## src/rtl/wsb_pkg.sv

```systemverilog
package wsb_pkg;

    typedef enum logic [2:0] {
        WSB_IDLE      = 3'd0,
        WSB_PROG      = 3'd1,
        WSB_ERASE     = 3'd2,
        WSB_SUSP      = 3'd3,
        WSB_SUSP_PROG = 3'd4
    } wsb_mode_e;

    typedef struct packed {
        logic oe_n;
        logic sel_n;
    } wsb_strobe_t;

    typedef struct packed {
        logic       tog_a;
        logic       tog_b;
        logic [2:0] mode;
    } wsb_tog_t;

    function automatic logic wsb_is_busy(input logic [2:0] m);
        return (m == WSB_PROG) || (m == WSB_ERASE) || (m == WSB_SUSP_PROG);
    endfunction

    function automatic logic wsb_is_prog(input logic [2:0] m);
        return (m == WSB_PROG) || (m == WSB_SUSP_PROG);
    endfunction

endpackage

```

## src/rtl/wsb_read_detect.sv

```systemverilog
module wsb_read_detect
    import wsb_pkg::*;
(
    input  logic clk,
    input  logic rst_n,
    input  logic sel_n,
    input  logic oe_n,
    output logic rd_evt
);

    wsb_strobe_t str_d, str_q;

    always_comb begin
        str_d       = str_q;
        str_d.oe_n  = oe_n;
        str_d.sel_n = sel_n;
    end

    always_ff @(posedge clk or negedge rst_n) begin
        if (!rst_n) begin
            str_q <= '{oe_n: 1'b1, sel_n: 1'b1};
        end else begin
            str_q <= str_d;
        end
    end

    // Output enable released after a selected low phase
    assign rd_evt = !str_q.oe_n && oe_n && !str_q.sel_n;

endmodule

```

## src/rtl/wsb_addr_decode.sv

```systemverilog
module wsb_addr_decode #(
    parameter int          ADDR_W     = 21,
    parameter int          SECT_LSB   = 11,
    parameter logic [20:0] BANK_BOUND = 21'h080000,
    localparam int         SECT_W     = ADDR_W - SECT_LSB
) (
    input  logic [ADDR_W-1:0] rd_addr,
    input  logic              op_bank,
    input  logic [SECT_W-1:0] susp_sector,
    output logic              in_op_bank,
    output logic              in_susp_sect
);

    logic addr_bank;

    always_comb begin
        addr_bank    = (rd_addr >= ADDR_W'(BANK_BOUND));
        in_op_bank   = (addr_bank == op_bank);
        in_susp_sect = (rd_addr[ADDR_W-1:SECT_LSB] == susp_sector);
    end

endmodule

```

## src/rtl/wsb_toggle_unit.sv

```systemverilog
module wsb_toggle_unit
    import wsb_pkg::*;
(
    input  logic       clk,
    input  logic       rst_n,
    input  logic [2:0] op_mode,
    input  logic       rd_evt,
    input  logic       in_op_bank,
    input  logic       in_susp_sect,
    output logic       tog_a,
    output logic       tog_b,
    output logic       op_start
);

    wsb_tog_t tg_d, tg_q;

    always_comb begin
        tg_d      = tg_q;
        tg_d.mode = op_mode;
        op_start  = wsb_is_busy(op_mode) && (op_mode != tg_q.mode);
        if (op_start) begin
            tg_d.tog_a = 1'b0;
            tg_d.tog_b = 1'b0;
        end else if (rd_evt && in_op_bank) begin
            unique case (op_mode)
                WSB_PROG, WSB_SUSP_PROG: begin
                    tg_d.tog_a = ~tg_q.tog_a;
                end
                WSB_ERASE: begin
                    tg_d.tog_a = ~tg_q.tog_a;
                    tg_d.tog_b = ~tg_q.tog_b;
                end
                WSB_SUSP: begin
                    if (in_susp_sect) begin
                        tg_d.tog_b = ~tg_q.tog_b;
                    end
                end
                default: begin
                    tg_d.tog_a = tg_q.tog_a;
                end
            endcase
        end
    end

    always_ff @(posedge clk or negedge rst_n) begin
        if (!rst_n) begin
            tg_q <= '{tog_a: 1'b0, tog_b: 1'b0, mode: WSB_IDLE};
        end else begin
            tg_q <= tg_d;
        end
    end

    assign tog_a = tg_q.tog_a;
    assign tog_b = tg_q.tog_b;

endmodule

```

## src/rtl/wsb_status_mux.sv

```systemverilog
module wsb_status_mux
    import wsb_pkg::*;
#(
    parameter int DATA_W = 16
) (
    input  logic [2:0]        op_mode,
    input  logic              in_op_bank,
    input  logic              in_susp_sect,
    input  logic              tog_a,
    input  logic              tog_b,
    input  logic [DATA_W-1:0] prog_data,
    input  logic [DATA_W-1:0] array_data,
    output logic [DATA_W-1:0] rd_data,
    output logic              rb_en_n,
    output logic              rb_val
);

    logic status_hit;
    logic poll_bit;
    logic bit6_val;

    always_comb begin
        status_hit = in_op_bank &&
                     (wsb_is_busy(op_mode) || ((op_mode == WSB_SUSP) && in_susp_sect));
        if (wsb_is_prog(op_mode)) begin
            poll_bit = ~prog_data[7];
        end else if (op_mode == WSB_SUSP) begin
            poll_bit = 1'b1;
        end else begin
            poll_bit = 1'b0;
        end
        bit6_val = (op_mode == WSB_SUSP) ? 1'b1 : tog_a;
        rb_en_n  = ~wsb_is_busy(op_mode);
        rb_val   = 1'b0;
    end

    for (genvar i = 0; i < DATA_W; i++) begin : g_bit
        if (i == 7) begin : g_poll
            assign rd_data[i] = status_hit ? poll_bit : array_data[i];
        end else if (i == 6) begin : g_tog_a
            assign rd_data[i] = status_hit ? bit6_val : array_data[i];
        end else if (i == 2) begin : g_tog_b
            assign rd_data[i] = status_hit ? tog_b : array_data[i];
        end else begin : g_pass
            assign rd_data[i] = array_data[i];
        end
    end

endmodule

```

## src/rtl/wsb_status_gen.sv

```systemverilog
module wsb_status_gen
    import wsb_pkg::*;
#(
    parameter int          ADDR_W     = 21,
    parameter int          DATA_W     = 16,
    parameter int          SECT_LSB   = 11,
    parameter logic [20:0] BANK_BOUND = 21'h080000,
    localparam int         SECT_W     = ADDR_W - SECT_LSB
) (
    input  logic              clk,
    input  logic              rst_n,
    input  logic [2:0]        op_mode,
    input  logic              op_bank,
    input  logic [SECT_W-1:0] susp_sector,
    input  logic [ADDR_W-1:0] rd_addr,
    input  logic              sel_n,
    input  logic              oe_n,
    input  logic [DATA_W-1:0] prog_data,
    input  logic [DATA_W-1:0] array_data,
    output logic [DATA_W-1:0] rd_data,
    output logic              rb_en_n,
    output logic              rb_val
);

    logic rd_evt;
    logic in_op_bank;
    logic in_susp_sect;
    logic tog_a;
    logic tog_b;
    logic op_start;

    wsb_read_detect u_rdet (
        .clk    (clk),
        .rst_n  (rst_n),
        .sel_n  (sel_n),
        .oe_n   (oe_n),
        .rd_evt (rd_evt)
    );

    wsb_addr_decode #(
        .ADDR_W     (ADDR_W),
        .SECT_LSB   (SECT_LSB),
        .BANK_BOUND (BANK_BOUND)
    ) u_adec (
        .rd_addr      (rd_addr),
        .op_bank      (op_bank),
        .susp_sector  (susp_sector),
        .in_op_bank   (in_op_bank),
        .in_susp_sect (in_susp_sect)
    );

    wsb_toggle_unit u_tog (
        .clk          (clk),
        .rst_n        (rst_n),
        .op_mode      (op_mode),
        .rd_evt       (rd_evt),
        .in_op_bank   (in_op_bank),
        .in_susp_sect (in_susp_sect),
        .tog_a        (tog_a),
        .tog_b        (tog_b),
        .op_start     (op_start)
    );

    wsb_status_mux #(
        .DATA_W (DATA_W)
    ) u_mux (
        .op_mode      (op_mode),
        .in_op_bank   (in_op_bank),
        .in_susp_sect (in_susp_sect),
        .tog_a        (tog_a),
        .tog_b        (tog_b),
        .prog_data    (prog_data),
        .array_data   (array_data),
        .rd_data      (rd_data),
        .rb_en_n      (rb_en_n),
        .rb_val       (rb_val)
    );

endmodule

```

## config.mk

```make
export PLATFORM = sky130hd
export DESIGN_NAME = wsb_status_gen
export DESIGN_NICKNAME = d
export VERILOG_FILES = /design/src/rtl/wsb_pkg.sv /design/src/rtl/wsb_read_detect.sv /design/src/rtl/wsb_addr_decode.sv /design/src/rtl/wsb_toggle_unit.sv /design/src/rtl/wsb_status_mux.sv /design/src/rtl/wsb_status_gen.sv
export SDC_FILE = /design/constraint.sdc
export NUM_CORES = 1
export LEC_CHECK = 0
export BUFFER_PORTS_ARGS = -buffer_cell sky130_fd_sc_hd__buf_2
export CELL_PAD_IN_SITES_DETAIL_PLACEMENT = 0
export CELL_PAD_IN_SITES_GLOBAL_PLACEMENT = 1
export CORE_ASPECT_RATIO = 0.6
export CORE_MARGIN = 2
export CORE_UTILIZATION = 23
export CTS_BUF_LIST = sky130_fd_sc_hd__clkbuf_2 sky130_fd_sc_hd__clkbuf_4 sky130_fd_sc_hd__clkbuf_8
export DETAILED_ROUTE_END_ITERATION = 8
export GPL_ROUTABILITY_DRIVEN = 0
export PLACE_DENSITY = 0.91
export SYNTH_ARGS = -nofsm -noshare
export SYNTH_HDL_FRONTEND = slang
export SYNTH_SLANG_ARGS = --single-unit
```

## constraint.sdc

```tcl
create_clock -name clk -period 4.3 [get_ports clk]
set_input_delay 0.86 -clock clk [delete_from_list [all_inputs] [get_ports clk]]
set_output_delay 0.86 -clock clk [all_outputs]
set_load 0.1 [all_outputs]
```

==> results of run 1 <==
==> worst min path at each step <==
| stage | end | depth (start not counted) |
|---|---|---|
| 2_1_floorplan | u_tog.tog_a | 1 |
| 3_3_place_gp | u_tog.tog_a | 1 |
| 3_5_place_dp | u_tog.tog_a | 1 |
| 4_1_cts | u_tog.tg_q[2] | 1 |
| 5_1_grt | u_tog.tg_q[1] | 1 |
| 6_report | u_tog.tg_q[2] | 1 |
==> per-stage QoR <==
stage | area (µm²) | setup WS (ns) | power, µW
4_1_cts | 882 | 0.772 | 272
3_5_place_dp | 833 | 0.776 | 171
2_1_floorplan | 744 | 0.400 | 204
5_1_grt | 882 | 0.714 | 282
6_report | 882 | 0.797 | 268
3_3_place_gp | 833 | 0.809 | 168
==> layer usage <==
metal	GRT usage (%)	vias to the layer above	wire length (µm)	share of wire (%)
li1	-	287	-	-
met1	10.1	284	673	41
met2	14.8	33	809	49
met3	4.15	0	174	11
met4	3.93	0	0	0
met5	0	-	0	0
==> cell usage after synthesis, types with 2 or more instances <==
library cell / number
buf_4: 15
a31oi_1: 2
mux2_1: 2
nor3b_1: 2
xor2_1: 14
a21oi_2: 2
dfrtp_1: 5
nand2b_1: 3
dfstp_2: 2
o21ai_1: 2
nor4_1: 3
inv_1: 2
==> cell usage in the layout, fill, tap and decap left out, drive strengths merged, types with 2 or more instances in the layout <==
| cell type | synthesis | layout |
|---|---|---|
| xor2 | 14 | 14 |
| o21ai | 4 | 4 |
| a31oi | 2 | 2 |
| buf | 17 | 35 |
| nand2b | 3 | 3 |
| mux2 | 3 | 3 |
| clkbuf | 0 | 4 |
| nor3b | 2 | 2 |
| dfrtp | 5 | 5 |
| a21oi | 2 | 2 |
| nor4 | 4 | 4 |
| dfstp | 2 | 2 |
| inv | 2 | 2 |
==> power by group through the flow <==
stage          clock (µW)  sequential (µW)  combinational [µW]
3_3_place_gp            0             74.8                93.2
5_1_grt               105             75.1                 102
4_1_cts               102             74.5                96.0
6_report             98.5             74.3                94.7
2_1_floorplan           0             74.2                 130
3_5_place_dp            0             75.3                95.5
==> worst register-to-register path, delay by kind of cell (launching register included) <==
family	cells	cell delay [ns]
and+or+nand+nor	2	0.51
DFF	1	0.40
AOI/OAI and AO/OA	2	0.38
muxes	1	0.29
==> sequential cells by signal, indices dropped and copies added, names as in the netlist <==
register	count
u_tog.tg_q	3
u_rdet.str_q	2
u_tog.tog_a	1
u_tog.tog_b	1
==> area by class of cell <==
cell class	instances	share of cell area, %
Timing Repair Buffer	35	19.9
Clock buffer	4	5.53
Inverter	2	0.851
Tap cell	42	5.96
Multi-Input combinational cell	48	47.7
Sequential cell	7	20.1
==> cells by family (layout without fill, tap and decap cells) <==
logic type / Yosys count / in the layout / synth area share (%)
mux: 4 / 4 / 6.42
simple gates: 17 / 17 / 20.1
buf+inv: 19 / 41 / 19.8
other cells: 1 / 1 / 0.506
xor+xnor: 15 / 15 / 17.7
compound gates: 11 / 11 / 11.5
flops: 7 / 7 / 24.0
==> results.py, run 1 <==
metrics = {
    "outcome": {
        "status": "finished, final reports clean",
    },
    "layout": {
        "fin_nets": 168,
        "fillers": 317,
        "register_area_um2": 178,
        "drive_gt1_share_pct": 54.2,
        "diodes": 0,
        "stdcell_count": 138,
        "fin_util_pct": 29.7,
        "area_growth_pct": 19.1,
        "multiInputGateArea_um2": 420,
    },
    "drt": {
        "first_iter_violations": 32,
        "wl_per_cell_um": 12.0,
        "drc": 0,
        "vias_per_cell": 4.38,
        "vias": 604,
        "drtPass1Iterations": 4,
        "routed_wl_um": 1660,
        "ant_nets": 0,
    },
    "critical_path": {
        "rr_startpoint": "u_tog.tg_q[0]",
        "crit_path_start": "op_mode[0]",
        "crit_family": "buffers and inverters",
        "r2r-end": "u_tog.tog_a",
        "crit_cells": 7,
        "arrival_ns": 2.64,
        "critical_path_required_ns": 3.44,
        "crit_buf_inv": 2,
        "cp_max_fo": 11,
        "path_class": "primary input to output pin",
        "max_stage_delay_ns": 0.45,
        "slowest_stage": "buf_2",
        "cp_common_cell": "buf_2",
        "r2r_cells": 5,
        "ff2ff_setup_slack_ns": 2.60,
        "start_kind": "primary input",
        "crit_chain": "buf_2 -> nand3b_4 -> nor4_2 -> nand3_1 -> a21oi_2 -> mux2i_2 -> buf_2",
        "crit_end": "rd_data[7]",
        "cp-end-kind": "output pin",
    },
    "power": {
        "peakVddDrop_uv": 168,
        "seq_power_share_pct": 27.8,
        "p_clk_share_pct": 36.8,
        "intPower_uw": 174,
        "p_per_area_nw_per_um2": 303,
        "switching_share_pct": 35.1,
        "switchingPower_uw": 93.9,
        "comb_power_share_pct": 35.4,
        "cellLeakagePower_uw": 0.000409,
    },
    "synthesis": {
        "synth_nets": 145,
        "synth_top_area_share_pct": 16.9,
        "yosysTopAreaCell": "dfrtp_1",
        "synth-seq-area-share_pct": 24.0,
        "synth-seq-cells": 7,
        "yosysUniqueCellTypes": 32,
        "syn_area_per_cell_um2": 10.0,
        "ys_async_sr_fraction_pct": 100,
        "yosys-top-cells-area": "dfrtp_1 (17%), xor2_1 (17%), buf_4 (15%)",
        "synth.yosys.warnings": 0,
        "syn_area_um2": 741,
        "synth_cells": 74,
        "synth_edf_count": 0,
        "synth_ff_type": "dfrtp_1",
    },
    "grt": {
        "grt_max_degree": 13,
        "grt_first_pass_wirelength_um": 2460,
        "overflow": 0,
        "grt_usage_pct": 8.81,
        "antenna_found_initial": 0,
        "grt_pass1_vias": 542,
    },
    "floorplan": {
        "dieHeight_um": 48.0,
        "die_w_um": 77.3,
        "start_util_pct": 25.0,
        "die_area_um2": 3710,
        "ios": 89,
        "core_area_um2": 2970,
        "fp-row-count": 15,
    },
    "place": {
        "place_inst": 134,
        "place_hpwl_um": 1390,
        "port_buffers": 35,
    },
    "cts": {
        "cts-root-buf": "clkbuf_8",
        "clk_pin_slew_ns": 0.04,
        "postCtsSetupBuffers": 0,
        "htreeDepth": 1,
        "tritoncts.num_buffers": 3,
        "cts_hold_buf": 0,
        "clk-insertion-delay-late_ns": 0.22,
        "cts_resized": 0,
        "cts_sinks": 7,
        "cts_tree": "yes",
        "clockBufferDepth": 2,
    },
    "timing": {
        "finalSetupTns_ns": 0,
        "maxSlewViolCount": 0,
        "rsz0062_at_grt": "no",
        "skew_ns": 0.00144,
        "max_freq_ghz": 0.285,
        "holdWs_ns": 0.462,
        "hold_violations": 0,
        "post-route-period-util_pct": 81.5,
        "setup_viol": 0,
        "min_period_ns": 3.50,
    },
    "flow_run": {
        "drv_cap": 0,
    },
    "hold_path": {
        "min-delay-path-class": "primary input to async pin",
    },
}
(Power assumes the default switching activity.)
==> run 2, diff against run 1 <==
--- a/config.mk
+++ b/config.mk
@@ -5,16 +5,17 @@
 export SDC_FILE = /design/constraint.sdc
 export NUM_CORES = 1
 export LEC_CHECK = 0
+export ABC_AREA = 1
 export BUFFER_PORTS_ARGS = -buffer_cell sky130_fd_sc_hd__buf_2
 export CELL_PAD_IN_SITES_DETAIL_PLACEMENT = 0
 export CELL_PAD_IN_SITES_GLOBAL_PLACEMENT = 1
 export CORE_ASPECT_RATIO = 0.6
 export CORE_MARGIN = 2
-export CORE_UTILIZATION = 23
+export CORE_UTILIZATION = 18
 export CTS_BUF_LIST = sky130_fd_sc_hd__clkbuf_2 sky130_fd_sc_hd__clkbuf_4 sky130_fd_sc_hd__clkbuf_8
 export DETAILED_ROUTE_END_ITERATION = 8
 export GPL_ROUTABILITY_DRIVEN = 0
-export PLACE_DENSITY = 0.91
+export PLACE_DENSITY = 0.81
 export SYNTH_ARGS = -nofsm -noshare
 export SYNTH_HDL_FRONTEND = slang
 export SYNTH_SLANG_ARGS = --single-unit
==> constraint.sdc (replaced) <==
create_clock -name clk -period 2.86 [get_ports clk]
set_input_delay 0.572 -clock clk [delete_from_list [all_inputs] [get_ports clk]]
set_output_delay 0.572 -clock clk [all_outputs]
set_load 0.1 [all_outputs]
==> results.py, run 2 <==
metrics = {
    "outcome": {
        "status": "finished, final reports clean",
    },
    "timing": {
        "post-route-period-util_pct": 85.2,
        "max_freq_ghz": 0.410,
        "finalSetupTns_ns": 0,
        "min_period_ns": 2.44,
        "setup_viol": 0,
        "skew_ns": 0.000889,
        "hold_violations": 0,
        "maxSlewViolCount": 0,
        "rsz0062_at_grt": "no",
    },
    "critical_path": {
        "start_kind": "primary input",
        "path_class": "primary input to output pin",
        "critical_path_required_ns": 2.29,
        "arrival_ns": 1.86,
        "cp-end-kind": "output pin",
        "cp_max_fo": 5,
    },
    "floorplan": {
        "fp-row-count": 18,
        "die_w_um": 88.1,
        "core_area_um2": 4100,
        "start_util_pct": 18.7,
        "die_area_um2": 4800,
        "dieHeight_um": 54.5,
        "ios": 89,
    },
    "layout": {
        "drive_gt1_share_pct": 40.0,
        "regMostFlops": "u_tog.tg_q",
        "fillers": 477,
        "final_cell_mix": "nand2_1 (43), buf_2 (35), inv_1 (18)",
        "largestRegisters": "u_tog.tg_q: 3 flops, u_rdet.str_q: 2 flops",
        "final_common_cell": "nand2_1",
        "largest_register_ffs": 3,
        "area_growth_pct": 25.4,
        "diodes": 0,
        "fin_nets": 212,
    },
    "hold_path": {
        "min-delay-path-class": "primary input to async pin",
    },
    "synthesis": {
        "synth_ff_type": "dfrtp_1",
        "syn_area_um2": 764,
        "yosysTopAreaCell": "nand2_1",
        "ys_async_sr_fraction_pct": 100,
        "syn_area_per_cell_um2": 6.65,
        "synth-seq-area-share_pct": 23.2,
        "yosysUniqueCellTypes": 21,
        "synth.yosys.warnings": 0,
        "synth_cells": 115,
        "synth_top_area_share_pct": 21.1,
        "synth_nets": 186,
        "synth_edf_count": 0,
        "synth-seq-cells": 7,
        "yosys-top-cells-area": "nand2_1 (21%), dfrtp_1 (16%), buf_4 (14%)",
        "synth_top_cells_by_count": "nand2_1 (43), inv_1 (18), buf_4 (14)",
        "yosysMostFrequentCell": "nand2_1",
    },
    "cts": {
        "clk_pin_slew_ns": 0.04,
        "tritoncts.num_buffers": 3,
        "postCtsSetupBuffers": 0,
        "cts-root-buf": "clkbuf_8",
        "cts_resized": 0,
        "cts_sinks": 7,
        "htreeDepth": 1,
        "clk-insertion-delay-late_ns": 0.23,
        "cts_tree": "yes",
        "clockBufferDepth": 2,
        "cts_hold_buf": 0,
    },
    "drt": {
        "ant_nets": 0,
        "routed_wl_um": 1460,
        "vias_per_cell": 3.31,
        "wl_per_cell_um": 7.32,
        "drtPass1Iterations": 4,
        "vias": 661,
        "first_iter_violations": 20,
        "drc": 0,
    },
    "grt": {
        "grt_first_pass_wirelength_um": 2530,
        "overflow": 0,
        "grt_usage_pct": 6.91,
        "grt_max_degree": 8,
        "grt_pass1_vias": 624,
        "antenna_found_initial": 0,
    },
    "place": {
        "place_hpwl_um": 1320,
        "port_buffers": 35,
    },
    "power": {
        "power_uw": 444,
        "peakVddDrop_uv": 126,
        "cellLeakagePower_uw": 0.000551,
        "p_per_area_nw_per_um2": 464,
    },
    "flow_run": {
        "drv_cap": 0,
    },
}
## run 2: path summary, 6_finish.rpt
path	start	to	slack, ns	cells after the start
min reg2reg	u_tog.tog_a	u_tog.tog_a	0.48	2
max in group asynchronous	rst_n	u_rdet.str_q[1]	2.47	1
min	rst_n	u_tog.tg_q[0]	0.17	1
max	op_mode[1]	rd_data[7]	0.42	10
max reg2reg	u_tog.tg_q[0]	u_tog.tog_a	1.75	9
min in group clk	sel_n	u_rdet.str_q[0]	0.44	1
## run 2: where the power goes
part | internal [µW] | total, µW | switching (µW)
Sequential | 116 | 124 | 8.69
Combinational | 54.6 | 172 | 117
Clock | 106 | 149 | 42.8
## run 2: cells by family (layout without fill, tap and decap cells)
family	Yosys count	after routing	synth area share (%)
XOR/XNOR	7	7	10.5
other	1	1	0.491
AO/OA/AOI/OAI	5	5	4.26
buffers and inverters	33	58	23.1
flip-flops	7	7	23.2
AND/OR/NAND/NOR	62	62	38.5
## run 2: area by class of cell
type | count | area, µm² | area share (%)
clock buffers | 4 | 48.8 | 5.09
inverters | 19 | 71.3 | 7.44
multi-input cells | 75 | 410 | 42.8
flip-flops and latches | 7 | 178 | 18.5
well taps | 60 | 75.1 | 7.83
repair buffers | 35 | 175 | 18.3
## run 2: stage by stage
stage                     setup WS [ns]  instance area (µm²)  util, %  std cells  hold slack (ns)
final                             0.423                  958     23.4        200            0.167
after global routing              0.256                  958     23.4        200            0.178
after CTS                         0.391                  958     23.4        200            0.174
after detailed placement          0.392                  910     22.2        196            0.414
after global placement            0.394                  910     22.2        196            0.417
after floorplan                   0.172                  764        -        115            0.276
## run 2: metal layers
| metal | vias to the layer above | part of all wire (%) | track usage (%) |
|---|---|---|---|
| met5 | - | 0 | 0 |
| met1 | 269 | 51 | 8.98 |
| met2 | 19 | 40 | 11.0 |
| met4 | 0 | 0 | 1.52 |
| met3 | 0 | 8.3 | 2.71 |
| li1 | 373 | - | - |
## run 2: worst max-delay path: stages
cell and delay, ns:
buf_2 0.14, nand2_1 0.07, nor2_2 0.11, nand2_1 0.08
nor2_2 0.09, nand3_2 0.11, nand2_4 0.10, nand3_1 0.08
nand2_1 0.07, buf_2 0.42
==> run 3, diff against run 2 <==
--- a/config.mk
+++ b/config.mk
@@ -16,6 +16,7 @@
 export DETAILED_ROUTE_END_ITERATION = 8
 export GPL_ROUTABILITY_DRIVEN = 0
 export PLACE_DENSITY = 0.81
+export REMOVE_ABC_BUFFERS = 1
 export SYNTH_ARGS = -nofsm -noshare
 export SYNTH_HDL_FRONTEND = slang
 export SYNTH_SLANG_ARGS = --single-unit
==> results.py, run 3 (synthesized netlist as in run 2, its figures left out) <==
metrics = {
    "cts": {
        "cts_hold_buf": 0,
        "clk-insertion-delay-late_ns": 0.22,
        "cts_tree": "yes",
        "clk_pin_slew_ns": 0.04,
        "cts_resized": 0,
        "cts_sinks": 7,
        "cts-root-buf": "clkbuf_8",
        "htreeDepth": 1,
        "clockBufferDepth": 2,
        "tritoncts.num_buffers": 3,
        "postCtsSetupBuffers": 0,
    },
    "layout": {
        "design_area_um2": 958,
        "largest_register_ffs": 3,
        "diodes": 0,
        "final_common_cell": "nand2_1",
        "largestRegisters": "u_tog.tg_q: 3 flops, u_rdet.str_q: 2 flops",
        "fillers": 488,
        "final_cell_mix": "nand2_1 (43), buf_2 (35), inv_1 (18)",
        "drive_gt1_share_pct": 40.0,
        "stdcell_count": 200,
        "fin_nets": 212,
        "regMostFlops": "u_tog.tg_q",
        "area_growth_pct": 25.4,
    },
    "power": {
        "cellLeakagePower_uw": 0.000551,
        "p_per_area_nw_per_um2": 462,
        "peakVddDrop_uv": 144,
        "power_uw": 443,
    },
    "critical_path": {
        "rr_startpoint": "u_tog.tg_q[0]",
        "start_kind": "primary input",
        "slowest_stage": "buf_2",
        "ff2ff_setup_slack_ns": 1.74,
        "crit_buf_inv": 2,
        "cp_max_fo": 5,
        "critical_path_required_ns": 2.29,
        "cp-end-kind": "output pin",
        "path_class": "primary input to output pin",
        "arrival_ns": 1.84,
        "r2r-end": "u_tog.tog_a",
        "r2r_cells": 8,
        "crit_chain": "buf_2 -> nand2_1 -> nor2_2 -> nand2_1 -> nor2_2 -> nand3_2 -> nand2_4 -> nand3_1 -> nand2_1 -> buf_2",
        "crit_family": "simple AND/OR/NAND/NOR gates",
        "max_stage_delay_ns": 0.42,
        "cp_common_cell": "nand2_1",
    },
    "timing": {
        "maxSlewViolCount": 0,
        "min_period_ns": 2.42,
        "fin_ws_ns": 0.444,
        "max_freq_ghz": 0.414,
        "finalSetupTns_ns": 0,
        "rsz0062_at_grt": "no",
        "setup_viol": 0,
        "hold_violations": 0,
        "skew_ns": 0.00346,
        "post-route-period-util_pct": 84.5,
    },
    "drt": {
        "drtPass1Iterations": 4,
        "vias": 674,
        "drc": 0,
        "vias_per_cell": 3.37,
        "wl_per_cell_um": 9.33,
        "first_iter_violations": 9,
        "routed_wl_um": 1870,
        "ant_nets": 0,
    },
    "floorplan": {
        "die_area_um2": 4800,
        "fp-row-count": 18,
        "dieHeight_um": 54.5,
        "start_util_pct": 18.7,
        "core_area_um2": 4100,
        "ios": 89,
        "die_w_um": 88.1,
    },
    "hold_path": {
        "min-delay-path-class": "primary input to async pin",
    },
    "flow_run": {
        "drv_cap": 0,
    },
    "grt": {
        "grt_usage_pct": 8.35,
        "overflow": 0,
        "antenna_found_initial": 0,
        "grt_first_pass_wirelength_um": 2880,
        "grt_pass1_vias": 606,
        "grt_max_degree": 8,
    },
    "place": {
        "post-place-ws_ns": 0.414,
        "port_buffers": 35,
        "dpl-instance-area_um2": 910,
        "place_inst": 196,
        "place_hpwl_um": 1690,
    },
    "outcome": {
        "status": "finished, final reports clean",
    },
}
[run 3: cell type report]
cell class                      instances  area [µm²]  area share, %
Multi-Input combinational cell         75         410           42.8
Sequential cell                         7         178           18.5
Timing Repair Buffer                   35         175           18.3
Tap cell                               60        75.1           7.83
Inverter                               19        71.3           7.44
Clock buffer                            4        48.8           5.09
[run 3: per-stage QoR]
stage,hold WS (ns),util (%)
after global placement,0.418,22.2
after floorplan,0.276,-
after global routing,0.181,23.4
final,0.179,23.4
after CTS,0.180,23.4
after detailed placement,0.418,22.2
[run 3: where the power goes]
| part | internal, µW | switching, µW | total [µW] | leakage, µW |
|---|---|---|---|---|
| logic | 54.5 | 117 | 171 | 0.000444 |
| registers | 116 | 10.2 | 126 | 0.0000811 |
| clock network | 106 | 39.9 | 146 | 0.0000262 |
[run 3: layer usage]
layer  track usage (%)  up-vias  share of wire (%)
met5                 0        -                  0
met4                 0        0                  0
met3              10.7        0                 23
met2              11.4       40                 38
met1              8.42      262                 40
li1                  -      372                  -
[run 3: worst max path at each step]
stage,depth (start not counted),startpoint,slack (ns),to
2_1_floorplan,9,op_mode[2],0.17,rd_data[2]
3_3_place_gp,10,op_mode[1],0.41,rd_data[6]
3_5_place_dp,10,op_mode[1],0.41,rd_data[2]
4_1_cts,10,op_mode[1],0.41,rd_data[2]
5_1_grt,10,op_mode[1],0.30,rd_data[2]
6_report,10,op_mode[1],0.44,rd_data[2]
